==> src/rtl/lcd_seq_pkg.sv <==
package lcd_seq_pkg;
  localparam logic [2:0] MASTER_STRAP = 3'b111;
  typedef enum logic {ROLE_SLAVE = 1'b0, ROLE_MASTER = 1'b1} role_e;
endpackage

==> src/rtl/lcd_seq_rst_sync.sv <==
module lcd_seq_rst_sync (
  input  logic clk,
  input  logic rst_n,
  output logic srst_n
);
  logic [1:0] sync_q;

  always_ff @(posedge clk or negedge rst_n) begin
    if (!rst_n) sync_q <= 2'b00;
    else        sync_q <= {sync_q[0], 1'b1};
  end

  assign srst_n = sync_q[1];
endmodule

==> src/rtl/lcd_seq_role.sv <==
module lcd_seq_role
  import lcd_seq_pkg::*;
(
  input  logic [2:0] strap_addr,
  output role_e      role
);
  always_comb begin
    role = (strap_addr == MASTER_STRAP) ? ROLE_MASTER : ROLE_SLAVE;
  end
endmodule

==> src/rtl/lcd_seq_timer.sv <==
module lcd_seq_timer #(
  parameter int NUM_BP   = 4,
  parameter int SLOT_DIV = 250
) (
  input  logic                      clk,
  input  logic                      srst_n,
  input  logic                      resync,
  output logic [$clog2(NUM_BP)-1:0] slot,
  output logic                      frame_start,
  output logic                      polarity
);
  localparam int DW = $clog2(SLOT_DIV);
  localparam int SW = $clog2(NUM_BP);
  localparam logic [DW-1:0] DIV_LAST = DW'(SLOT_DIV - 1);
  localparam logic [SW-1:0] SLOT_LAST = SW'(NUM_BP - 1);

  logic [DW-1:0] div_q, div_d;
  logic [SW-1:0] slot_q, slot_d;
  logic          pol_q, pol_d;
  logic          div_en, slot_en, pol_en;

  assign frame_start = (div_q == '0) && (slot_q == '0);

  always_comb begin
    div_en  = 1'b1;
    slot_en = resync || (div_q == DIV_LAST);
    pol_en  = resync ? !frame_start : ((div_q == DIV_LAST) && (slot_q == SLOT_LAST));
    if (resync) begin
      div_d  = DW'(1);
      slot_d = '0;
    end else if (div_q == DIV_LAST) begin
      div_d  = '0;
      slot_d = (slot_q == SLOT_LAST) ? '0 : slot_q + SW'(1);
    end else begin
      div_d  = div_q + DW'(1);
      slot_d = slot_q;
    end
    pol_d = !pol_q;
  end

  always_ff @(posedge clk or negedge srst_n) begin
    if (!srst_n) begin
      div_q  <= '0;
      slot_q <= '0;
      pol_q  <= 1'b0;
    end else begin
      if (div_en)  div_q  <= div_d;
      if (slot_en) slot_q <= slot_d;
      if (pol_en)  pol_q  <= pol_d;
    end
  end

  assign slot     = slot_q;
  assign polarity = pol_q;

  AST_SLOT_HOLD: assert property (@(posedge clk) disable iff (!srst_n)
    (!resync && div_q != DIV_LAST) |=> $stable(slot_q));
  AST_POL_WRAP: assert property (@(posedge clk) disable iff (!srst_n)
    (!resync && div_q == DIV_LAST && slot_q == SLOT_LAST) |=> (pol_q != $past(pol_q)));
  AST_RESYNC_PHASE: assert property (@(posedge clk) disable iff (!srst_n)
    resync |=> (div_q == DW'(1) && slot_q == '0));
endmodule

==> src/rtl/lcd_seq_segsel.sv <==
module lcd_seq_segsel #(
  parameter int NUM_BP = 4,
  parameter int NUM_FP = 32
) (
  input  logic [NUM_BP*NUM_FP-1:0]  image,
  input  logic [$clog2(NUM_BP)-1:0] slot,
  output logic [NUM_BP-1:0]         bp_active,
  output logic [NUM_FP-1:0]         fp_on
);
  logic [NUM_FP-1:0] row [NUM_BP];

  for (genvar b = 0; b < NUM_BP; b++) begin : g_row
    assign row[b]       = image[b*NUM_FP +: NUM_FP];
    assign bp_active[b] = (slot == b[$clog2(NUM_BP)-1:0]);
  end

  assign fp_on = row[slot];

  always_comb begin
    AST_BP_ONEHOT: assert ($countones(bp_active) == 1);
  end
endmodule

==> src/rtl/lcd_mux_sequencer.sv <==
module lcd_mux_sequencer
  import lcd_seq_pkg::*;
#(
  parameter int NUM_BP   = 4,
  parameter int NUM_FP   = 32,
  parameter int SLOT_DIV = 250
) (
  input  logic                       clk,
  input  logic                       rst_n,
  input  logic [2:0]                 strap_addr,
  input  logic                       fsync_in,
  input  logic [NUM_BP*NUM_FP-1:0]   image,
  output logic                       fsync_out,
  output logic                       fsync_oe,
  output logic [$clog2(NUM_BP)-1:0]  bp_index,
  output logic [NUM_BP-1:0]          bp_active,
  output logic [NUM_FP-1:0]          fp_on,
  output logic                       polarity
);
  logic  srst_n;
  role_e role;
  logic  is_master;
  logic  resync;
  logic  frame_start;

  lcd_seq_rst_sync u_rst (.clk(clk), .rst_n(rst_n), .srst_n(srst_n));

  lcd_seq_role u_role (.strap_addr(strap_addr), .role(role));

  assign is_master = (role == ROLE_MASTER);
  assign resync    = !is_master && fsync_in;

  lcd_seq_timer #(.NUM_BP(NUM_BP), .SLOT_DIV(SLOT_DIV)) u_timer (
    .clk(clk), .srst_n(srst_n), .resync(resync),
    .slot(bp_index), .frame_start(frame_start), .polarity(polarity)
  );

  lcd_seq_segsel #(.NUM_BP(NUM_BP), .NUM_FP(NUM_FP)) u_seg (
    .image(image), .slot(bp_index), .bp_active(bp_active), .fp_on(fp_on)
  );

  assign fsync_oe  = is_master;
  assign fsync_out = is_master && frame_start && srst_n;

  AST_FS_SLAVE_QUIET: assert property (@(posedge clk) disable iff (!srst_n)
    (strap_addr != 3'b111) |-> !fsync_out);
  AST_FS_ON_BP0: assert property (@(posedge clk) disable iff (!srst_n)
    fsync_out |-> (bp_index == '0));
  AST_FS_SINGLE: assert property (@(posedge clk) disable iff (!srst_n)
    (fsync_out && $stable(strap_addr)) |=> !fsync_out);
endmodule

==> config.mk <==
export PLATFORM = sky130hd
export DESIGN_NAME = lcd_mux_sequencer
export DESIGN_NICKNAME = d
export VERILOG_FILES = /design/src/rtl/lcd_seq_pkg.sv /design/src/rtl/lcd_seq_rst_sync.sv /design/src/rtl/lcd_seq_role.sv /design/src/rtl/lcd_seq_timer.sv /design/src/rtl/lcd_seq_segsel.sv /design/src/rtl/lcd_mux_sequencer.sv
export SDC_FILE = /design/constraint.sdc
export NUM_CORES = 1
export LEC_CHECK = 0
export ABC_CLOCK_PERIOD_IN_PS = 3300
export BUFFER_PORTS_ARGS = -buffer_cell sky130_fd_sc_hd__buf_2
export CORE_MARGIN = 2
export CORE_UTILIZATION = 37
export DETAILED_ROUTE_END_ITERATION = 10
export PLACE_DENSITY = 0.89
export SYNTH_ARGS = -nofsm -noshare
export SYNTH_HDL_FRONTEND = slang
export SYNTH_HIERARCHICAL = 1
export SYNTH_SLANG_ARGS = --single-unit
==> constraint.sdc <==
create_clock -name clk -period 3.3 [get_ports clk]
set_clock_uncertainty 0.2 [all_clocks]
set_input_delay 0.495 -clock clk [delete_from_list [all_inputs] [get_ports clk]]
set_output_delay 0.495 -clock clk [all_outputs]
set_load 0.01 [all_outputs]
==> Word level (Yosys, flattened, before mapping) <==
Cells that the tools add are included.
{ "word_totals": {"in_bits": 134, "register_bits": 13, "wordCells": 36, "output_inout_bits": 41} }
{ "op_classes": {"muxes": 10, "eq_ne": 5, "n_addsub": 2, "order_cmp": 1, "bitwise_logic": 1, "n_reduce_logical": 13} }
{ "ops": {"columns": ["op", "count"], "rows": [
  ["binary-select mux 32 bit (select 2 bit)", 1],
  ["two-way mux 32 bit", 2],
  ["two-way mux 8 bit", 2],
  ["adder 8 x 1 -> 8 bit, second input constant", 1],
  ["== test 8 bit, second input constant", 1],
  ["zero test 8 bit", 1],
  ["two-way mux 2 bit", 3],
  ["logical AND 1 bit", 5],
  ["== test 2 bit, second input constant", 2],
  ["== test 3 bit, second input constant", 1],
  ["greater-or-equal comparator 3 bit, second input constant", 1],
  ["zero test 1 bit", 3],
  ["NOT 2 -> 3 bit", 1],
  ["adder 2 x 1 -> 2 bit, second input constant", 1],
  ["== test 2 x 1 -> 1 bit, second input constant", 1],
  ["zero test 2 bit", 1],
  ["two-way mux 1 bit", 2],
  ["AND reduction 2 bit", 1],
  ["nonzero test 2 bit", 1],
  ["logical OR 1 bit", 1]
]} }

==> Logic depth before layout (Yosys ltp) <==
Gate-level depths: netlist of run 1.
{ "depth": {"word_depth": 6, "depth_mapped": 5, "ltp_nobuf": 5} }

==> By module <==
The synthesis of run 1 kept the hierarchy.
{ "modules_own_cells": {"columns": ["module", "area_each_um2", "seq_area_each_um2", "cells_per_inst", "n_inst"], "rows": [
  ["lcd_seq_segsel", 840.8, 0.0, 44, 1],
  ["lcd_seq_timer", 636.9, 275.3, 66, 1],
  ["lcd_seq_rst_sync", 53.8, 50.0, 3, 1],
  ["lcd_mux_sequencer", 16.3, 0.0, 2, 1],
  ["lcd_seq_role", 6.3, 0.0, 1, 1]
]} }

==> Least setup slack after synthesis of run 1 <==
No wires, ideal clock.
{ "synth_path": {"kind": "register to output", "from": "register u_timer.slot_q[0], in the netlist u_timer/slot[0]", "to": "output fsync_out", "stages_incl_launch_ff": 6, "t_required_ns": 2.605, "path_buffers": 0, "slack_ns": 1.260, "arrival_ns": 1.345, "cell_sequence": "dfrtp_1 -> inv_1 -> ha_1 -> nor4b_1 -> and2_1 -> and3_2"} }
{ "synth_between": {"elab_chain_len": 4} }
{ "synth_lines": {"columns": ["item", "line", "rtl"], "rows": [
  ["from (decl)", "lcd_seq_timer.sv:18", "logic [SW-1:0] slot_q, slot_d;"],
  ["from (signal assigned)", "lcd_seq_timer.sv:48", "if (slot_en) slot_q <= slot_d;"],
  ["zero test 2 bit", "lcd_seq_timer.sv:22", "assign frame_start = (div_q == '0) && (slot_q == '0);"],
  ["logical AND 1 bit", "lcd_seq_timer.sv:22", null],
  ["named net frame_start", "lcd_mux_sequencer.sv:24", "logic frame_start;"],
  ["logical AND 1 bit (2 in a row)", "lcd_mux_sequencer.sv:43", "assign fsync_out = is_master && frame_start && srst_n;"],
  ["to (decl)", "lcd_mux_sequencer.sv:13", "output logic fsync_out,"]
]} }
The timed path passes the listed nets, and every way through them passes these cells.

==> Worst setup path in the final report of run 1 <==
Ends and elaborated chain as after synthesis.

==> results.toml, run 1 <==
[grt]
grt_pass1_vias = 1698
track_usage_pct = 23.6
overflow = 0
grt_pass1_wl_mm = 8.08
antenna_found_initial = 0
grt_start_max_net_pins = 40

[clock_tree]
post_cts_buffers = 0
h-tree-depth = 1
clkLatencyLatePin_ns = 0.25
cts_tree = "built"
cts_buffers = 3
clk_pin_slew_worst_paths_ns = 0.06
ctsRootBufferMaster = "clkbuf_8"
cts.repair.resized = 0
holdBufCountCts = 1
cts.path.max_buffers = 2
clock-sinks = 13

[route]
dr.pass1.iters = 5
drt-wirelength-per-cell_um = 17.8
drc = 0
antenna_left = 0
drt_iter0_drc = 85
num_vias = 1810
viasPerCell = 5.32
wirelength_mm = 6.06

[setup_path]
cp-start-kind = "flip-flop"
r2r_end = "u_timer/polarity"
r2r_slack_ns = 1.42
startpoint = "u_timer/slot[0]"
cp-endpoint = "fsync_out"
rr_startpoint = "u_timer/slot[1]"
ff2ff_path_depth = 5
critPathKind = "reg -> out"
cp_max_fo = 3
arrival_ns = 1.81
cp.required_ns = 2.60
end_kind = "output pin"

[power_and_ir_drop]
p_int_uw = 376
clock_power_share_pct = 27.1
p_total_uw = 536
pwr-share-comb_pct = 36.8
powerDensity_mw_per_mm2 = 216
pwr-share-seq_pct = 36.2
irDropWorstVdd_mv = 0.284
p_sw_uw = 160
p_sw_share_pct = 29.9
p_leak_nw = 1.25

[finish]
diodes = 0
fill_cells = 351
layout-drive-gt1-share_pct = 74.1
instances_no_fill = 340
stdcell_area_mm2 = 0.00248
final_core_util_pct = 61.7
nets = 430
synthToLayoutAreaGrowth_pct = 59.9

[synthesis]
postSynthAreaPerCell_um2 = 13.4
ys_top_cells_by_area = "mux4_2 41%, dfrtp_1 21%, mux4_1 6.8%"
ys_top_cells_by_count = "28 x mux4_2, 13 x dfrtp_1, 7 x inv_1"
synth.top_cell.area_share_pct = 40.6
ys_dominant_reg_cell = "dfrtp_1"
async_reset_ff_share_pct = 100
yosys_register_bits = 13
yosysMostFrequentCell = "mux4_2"
ys_seq_area_share_pct = 20.9
yosysWarnings = 6
synth_area_mm2 = 0.00155
yosys.area.top_type = "mux4_2"
synthesis.nets = 255
ys_types = 32
synth_edf_count = 0
syn_inst = 116

[die]
dieWidth_um = 68.8
rows = 23
io_pins = 175
die-area_mm2 = 0.00473
core-area_mm2 = 0.00403
fp.dieH_um = 68.8
start_util_pct = 38.6

[timing]
drv_slew = 0
worst_slack_ns = 0.796
hold_viol = 11
whs_ns = -0.0137
clock.fmax_ghz = 0.399
min_period_ns = 2.50
rsz0062_at_grt = "false"
relSlewSlack_pct = 63.0
setup_violations = 0
max_slew.worst_pin.slew_ns = 0.548
final.period_utilization_pct = 75.9
fin_setup_tns_ns = 0

[placed_design]
port_buffers = 174
place_area_mm2 = 0.00243
gp_congestion = 0.789
placed_cells = 335
place_ws_ns = 1.09
dp_hpwl_mm = 5.26

[outcome]
violations = "hold timing"
status = "complete, but fails checks"

[hold_path]
worstHoldPathType = "reg -> async"

[flow_run]
cap_violations = 0
## power groups by stage
stage               registers [mW]  clock network, mW  logic [mW]
finish                       0.194              0.145       0.197
global route                 0.198              0.158       0.217
CTS                          0.193              0.149       0.197
detailed placement           0.196                  0       0.195
global placement             0.195                  0       0.187
floorplan                    0.194                  0      0.0793
## layout make-up
class	instances	area [um^2]	area share, %
Clock buffer	3	41.3	1.66
Clock inverter	1	5.00	0.201
Inverter	7	26.3	1.06
Multi-Input combinational cell	88	1120	45.1
Sequential cell	13	327	13.1
Tap cell	50	62.6	2.52
Timing Repair Buffer	178	903	36.4
## cell usage in the layout, fill, tap and decap left out, types with 2 or more instances in the layout
cell type / count
nor4b_1: 2
mux4_2: 28
clkbuf_8: 3
xor2_1: 2
or3_1: 3
nand4_1: 4
inv_1: 7
buf_2: 174
and2_1: 2
buf_4: 3
a21oi_1: 4
o21ai_0: 6
nor2_1: 6
mux4_1: 4
ha_1: 5
dfrtp_1: 12
nor2b_1: 2
nand3_1: 4
nand2_1: 3
## routing by layer
layer | routed length, um | GRT usage (%) | vias to the layer above
li1 | - | - | 827
met1 | 2090 | 27.6 | 881
met2 | 3310 | 43.0 | 89
met3 | 558 | 4.55 | 13
met4 | 99 | 7.84 | 0
met5 | 0 | 0 | -
## sequential cells by signal, summed over array words and instances (netlist names)
register and flops:
u_timer/slot 2, u_timer/polarity 1, u_timer/div_q 8, u_rst/sync_q 2
## worst min path at each step
stage / from / end / slack, ns / depth (start not counted)
2_1_floorplan: u_rst/sync_q[1] / u_timer/div_q[0] / -0.06 / 0
3_3_place_gp: u_rst/sync_q[1] / u_timer/slot[1] / -0.003 / 0
3_5_place_dp: u_rst/sync_q[1] / u_timer/slot[1] / 0.003 / 0
4_1_cts: u_rst/sync_q[1] / u_timer/div_q[7] / 0.005 / 0
5_1_grt: u_rst/sync_q[1] / u_timer/div_q[2] / 0.03 / 0
6_report: u_rst/sync_q[1] / u_timer/div_q[2] / -0.01 / 0
## critical path: stages (launching register included)
cell and delay (ns):
dfrtp_2 0.40, inv_1 0.08, ha_1 0.14, nor4b_1 0.46, and2_1 0.20, and3_2 0.17
buf_2 0.12
## kinds of logic after synthesis
group	share of synthesized area, %
simple gates	13.5
mux	47.3
buf+inv	7.01
compound gates	5.23
flops	20.9
fa+ha+maj	4.03
xor+xnor	1.69
other cells	0.241
Note: power is estimated with default switching activity, not from simulation.
==> inputs of run 2 (changes only) <==
Settings changed: ABC_CLOCK_PERIOD_IN_PS 3300 to 2600, CORE_UTILIZATION 37 to 35, PLACE_DENSITY 0.89 to 0.85.
Clock period 3.3 ns to 2.6 ns, I/O delays scaled along.
==> run 2 against run 1 <==
Effect of this change:
- the run now ends clean
- combinational power increased by 28%
- core utilization decreased by 3.4 points
- critical path depth decreased by 3
- design area increased by 1.5%
- via count increased by 0.39%
- highest routed layer unchanged
- worst hold slack improved by 0.16 ns
- non-clock buffer count increased by 1
- clock power increased by 23%
- largest cell class unchanged
- largest power group unchanged
- flip-flop and latch count unchanged
- worst setup slack got worse by 0.45 ns
- wire length decreased by 4.1%
- sequential power increased by 25%
==> results.toml, run 2 (synthesis results as in run 1) <==
[outcome]
status = "completed"

[timing]
drv_slew = 0
clock.fmax_ghz = 0.443
rsz0062_at_grt = "false"
worst_slack_ns = 0.342
max_slew.worst_pin.slew_ns = 0.559
min_period_ns = 2.26
setup_violations = 0
hold_viol = 0
relSlewSlack_pct = 62.5
fin_setup_tns_ns = 0
final.period_utilization_pct = 86.8

[clock_tree]
cts_buffers = 3
cts.path.max_buffers = 2
cts_tree = "built"
clk_pin_slew_worst_paths_ns = 0.05
post_cts_buffers = 0
h-tree-depth = 1
clock-sinks = 13
ctsRootBufferMaster = "clkbuf_8"
clkLatencyLatePin_ns = 0.25

[die]
core-area_mm2 = 0.00432
fp.dieH_um = 70.6
start_util_pct = 35.9
dieWidth_um = 70.6
die-area_mm2 = 0.00499
io_pins = 175
rows = 24

[route]
viasPerCell = 5.30
num_vias = 1817
dr.pass1.iters = 4
drt_iter0_drc = 59
wirelength_mm = 5.81
antenna_left = 0
drc = 0
drt-wirelength-per-cell_um = 16.9

[placed_design]
place_ws_ns = 0.409
gp_congestion = 0.834
port_buffers = 174
placed_cells = 337
dp_hpwl_mm = 5.05

[setup_path]
cp.required_ns = 2.01
r2r_slack_ns = 0.74
crit_family = "multiplexers"
path_buf_inv = 2
end_kind = "output pin"
cp_max_fo = 39
arrival_ns = 1.67
slowest_delay_ns = 0.60
cp-start-kind = "flip-flop"
critPathKind = "reg -> out"
slowest_stage = "mux4_1"
cp_cell_sequence = "buf_12 > mux4_1 > buf_2"

[grt]
overflow = 0
grt_start_max_net_pins = 40
grt_pass1_wl_mm = 8.62
grt_pass1_vias = 1812
track_usage_pct = 22.1
antenna_found_initial = 0

[flow_run]
cap_violations = 0

[hold_path]
worstHoldPathType = "reg -> reg"

[power_and_ir_drop]
p_total_uw = 674
p_leak_nw = 1.26
powerDensity_mw_per_mm2 = 267
irDropWorstVdd_mv = 0.361

[finish]
layout-drive-gt1-share_pct = 74.2
final_core_util_pct = 58.3
regMostFlops = "u_timer/div_q"
nets = 431
diodes = 0
final_common_cell = "buf_2"
fill_cells = 381
synthToLayoutAreaGrowth_pct = 62.2
instances_no_fill = 343
largest_reg_flops = 8
layout_common_cells = "174 x buf_2, 28 x mux4_2, 12 x dfrtp_1"
==> run 2: cell types whose count changed in the layout (fill, tap and decap cells not counted) <==
cell / before / now
buf_12: 0 / 1
nor4b_1: 2 / 0
dlygate4sd3_1: 1 / 2
nor4b_2: 0 / 2
clkbuf_1: 0 / 1
clkinv_2: 1 / 0
buf_4: 3 / 2
==> run 2: path summary, 6_finish.rpt <==
| check | to | cells past startpoint | from |
|---|---|---|---|
| min in group asynchronous | u_rst/sync_q[0] | 2 | rst_n |
| setup / recovery | fp_on[26] | 3 | u_timer/slot[0] |
| hold / removal | u_rst/sync_q[1] | 0 | u_rst/sync_q[0] |
| setup reg to reg | u_timer/polarity | 5 | u_timer/slot[1] |
| max in group asynchronous | u_timer/slot[0] | 2 | u_rst/sync_q[1] |
| hold reg to reg | u_rst/sync_q[1] | 0 | u_rst/sync_q[0] |
==> run 2: worst register-to-register path, delay by kind of cell (launching register included) <==
kind / cells / cell delay, ns
buffers and inverters: 2 / 0.47
flip-flops: 1 / 0.34
AO/OA/AOI/OAI: 1 / 0.32
adder cells (fa/ha/maj): 1 / 0.26
AND/OR/NAND/NOR: 1 / 0.13
==> run 2: stage by stage <==
step                hold slack [ns]  cell area (um^2)
floorplan                    -0.106              1550
global placement            -0.0465              2440
detailed placement          -0.0402              2440
CTS                           0.149              2510
global route                  0.151              2520
finish                        0.148              2520
==> run 2: area by class of cell <==
class	count	area [um^2]	share of cell area [%]
Sequential cell	13	327	13.0
Timing Repair Buffer	179	926	36.7
Clock buffer	4	45.0	1.79
Inverter	7	26.3	1.04
Tap cell	52	65.1	2.58
Multi-Input combinational cell	88	1130	44.9
==> run 2: metal layers <==
| metal | share of wire, % | track usage (%) | vias to the layer above |
|---|---|---|---|
| met5 | 0 | 0 | - |
| met2 | 55 | 41.3 | 85 |
| met4 | 1.3 | 6.92 | 0 |
| met1 | 37 | 25.6 | 891 |
| met3 | 6.6 | 3.99 | 9 |
| li1 | - | - | 832 |
==> run 2: report_power, final <==
| part | internal [mW] | switching (mW) |
|---|---|---|
| clock network | 0.108 | 0.0710 |
| logic | 0.154 | 0.0991 |
| registers | 0.220 | 0.0223 |
==> run 2: what timing repair did <==
| action | in CTS | in global routing |
|---|---|---|
| endpoints found under the hold margin | 13 | 0 |
| gates resized for setup | 0 | 2 |
| endpoints found under the setup margin | 0 | 1 |
| hold buffers | 2 | 0 |
==> inputs of run 3 (changes only) <==
Settings changed: ABC_AREA set to 1, CORE_UTILIZATION 35 to 39, PLACE_DENSITY 0.85 to 0.84.
==> run 3 against run 2 <==
Effect of this change:
- sequential power increased by 14%
- via count increased by 59%
- fmax shrank 3.4%
- design area is 17% higher
- non-clock buffer count up 3
- synthesized area up 31%
- cell count rose by 87%
- worst setup slack got worse by 0.079 ns
- critical path depth grew 4
- wire length rose by 18%
- critical path type unchanged
==> results.toml, run 3 <==
[timing]
min_period_ns = 2.34
drv_slew = 0
rsz0062_at_grt = "false"
final.period_utilization_pct = 89.9
fin_setup_tns_ns = 0
hold_viol = 0
setup_violations = 0
clock.fmax_ghz = 0.428

[grt]
grt_pass1_wl_mm = 11.7
antenna_found_initial = 0
track_usage_pct = 23.2
overflow = 0
grt_start_max_net_pins = 51
grt_pass1_vias = 2765

[synthesis]
yosys.area.top_type = "nand2_1"
ys_top_cells_by_count = "309 x nand2_1, 18 x inv_1, 14 x nor2_1"
ys_top_cells_by_area = "nand2_1 57%, dfrtp_1 16%, buf_6 4.4%"
yosys_register_bits = 13
syn_inst = 409
postSynthAreaPerCell_um2 = 4.97
synthesis.nets = 548
ys_types = 27
synth_area_mm2 = 0.00203
yosysWarnings = 6
synth_edf_count = 0
async_reset_ff_share_pct = 100
synth.top_cell.area_share_pct = 57.0
ys_dominant_reg_cell = "dfrtp_1"
yosysMostFrequentCell = "nand2_1"
ys_seq_area_share_pct = 16.0

[clock_tree]
clock-sinks = 13
cts_buffers = 3
cts.repair.resized = 0
clkLatencyLatePin_ns = 0.24
cts_tree = "built"
cts.path.max_buffers = 2
h-tree-depth = 1
clk_pin_slew_worst_paths_ns = 0.06
post_cts_buffers = 0
ctsRootBufferMaster = "clkbuf_8"

[setup_path]
end_kind = "output pin"
cp_max_fo = 45
cp-start-kind = "flip-flop"
ff2ff_path_depth = 6
cp.required_ns = 2.01
arrival_ns = 1.75
critPathKind = "reg -> out"

[route]
num_vias = 2886
drt_iter0_drc = 142
drt-wirelength-per-cell_um = 10.7
wirelength_mm = 6.85
drc = 0
viasPerCell = 4.49
dr.pass1.iters = 4
antenna_left = 0

[finish]
synthToLayoutAreaGrowth_pct = 45.1
multi_input_area_mm2 = 0.00147
fill_cells = 536
regMostFlops = "u_timer/div_q"
diodes = 0
largest_reg_flops = 8
nets = 713
stdcell_area_mm2 = 0.00295
layout_common_cells = "309 x nand2_1, 174 x buf_2, 18 x inv_1"
final-seq-area_um2 = 327
final_common_cell = "nand2_1"
layout-drive-gt1-share_pct = 34.7

[die]
io_pins = 175
core-area_mm2 = 0.00507
rows = 26
fp.dieH_um = 76.2
start_util_pct = 40.1
die-area_mm2 = 0.00581
dieWidth_um = 76.2

[power_and_ir_drop]
clock_power_share_pct = 11.7
pwr-share-comb_pct = 70.3
pwr-share-seq_pct = 18.0
p_leak_nw = 2.02
p_sw_uw = 772
powerDensity_mw_per_mm2 = 521
p_sw_share_pct = 50.2
irDropWorstVdd_mv = 0.372
p_int_uw = 765

[outcome]
status = "completed"

[flow_run]
cap_violations = 0

[placed_design]
gp_congestion = 0.873
port_buffers = 174
dp_hpwl_mm = 5.42
place_area_mm2 = 0.00289

[hold_path]
hold_depth = 0
worstHoldPathType = "reg -> reg"
[run 3: cell count changes after synthesis, sizes merged, moves of 3 or more]
cell   before  now
a21oi       5    2
buf         8   21
inv         7   21
mux4       32    0
nand2       3  313
nand4       5    1
nor2        6   18
o21ai       7    2
or3         3    0
[run 3: repair_timing]
item,CTS,global route
hold endpoints to repair,13,0
endpoints found under the setup margin,0,0
hold buffers,2,0
[run 3: power groups by stage]
| stage | clock, mW | sequential [mW] | combinational (mW) |
|---|---|---|---|
| finish | 0.179 | 0.277 | 1.08 |
| global route | 0.195 | 0.286 | 1.23 |
| CTS | 0.185 | 0.278 | 1.09 |
| detailed placement | 0 | 0.281 | 1.08 |
| global placement | 0 | 0.278 | 1.06 |
| floorplan | 0 | 0.262 | 0.738 |
[run 3: through the flow]
step                total power, mW  hold WS [ns]  std cells  utilization (%)  setup WS, ns
floorplan                      1.00        -0.106        409                -         0.896
global placement               1.34       -0.0393        637             56.9         0.588
detailed placement             1.36       -0.0420        637             56.9         0.549
CTS                            1.55         0.148        643             58.2         0.280
global route                   1.71         0.155        643             58.2         0.100
finish                         1.54         0.147        643             58.2         0.262
[run 3: metal layers]
layer | vias up | part of all wire (%) | GRT usage [%]
met3 | 12 | 7.2 | 4.62
met4 | 0 | 1.8 | 4.73
met1 | 1232 | 42 | 26.9
met5 | - | 0 | 0
li1 | 1528 | - | -
met2 | 114 | 49 | 43.9
[run 3: final cells by class]
cell class	count	area share, %
inverters	21	2.67
clock buffers	4	1.53
flip-flops and latches	13	11.1
multi-input cells	353	49.6
repair buffers	182	32.1
well taps	70	2.97
[run 3: final timing paths]
check / from / to / slack [ns]
max: u_timer/slot[0] / fp_on[9] / 0.26
min: u_rst/sync_q[0] / u_rst/sync_q[1] / 0.15
max reg2reg: u_timer/slot[0] / u_timer/polarity / 0.81
min reg2reg: u_rst/sync_q[0] / u_rst/sync_q[1] / 0.15
max in group asynchronous: u_rst/sync_q[1] / u_timer/slot[0] / 1.55
min in group asynchronous: rst_n / u_rst/sync_q[0] / 0.26
[run 3: logic make-up (layout without fill, tap and decap cells)]
family / after synthesis / after routing / synth area share, %
buffers and inverters: 43 / 207 / 12.0
other: 1 / 1 / 0.184
flip-flops: 13 / 13 / 16.0
AO/OA/AOI/OAI: 4 / 4 / 1.35
adder cells (fa/ha/maj): 5 / 5 / 3.08
AND/OR/NAND/NOR: 340 / 340 / 66.1
XOR/XNOR: 3 / 3 / 1.29
[run 3: critical path, cell delays in order (launching register included)]
cell     delay (ns)
dfrtp_2        0.55
inv_2          0.10
buf_4          0.38
nand2_1        0.12
nand2_1        0.09
nand2_1        0.05
nand2_1        0.07
buf_2          0.12
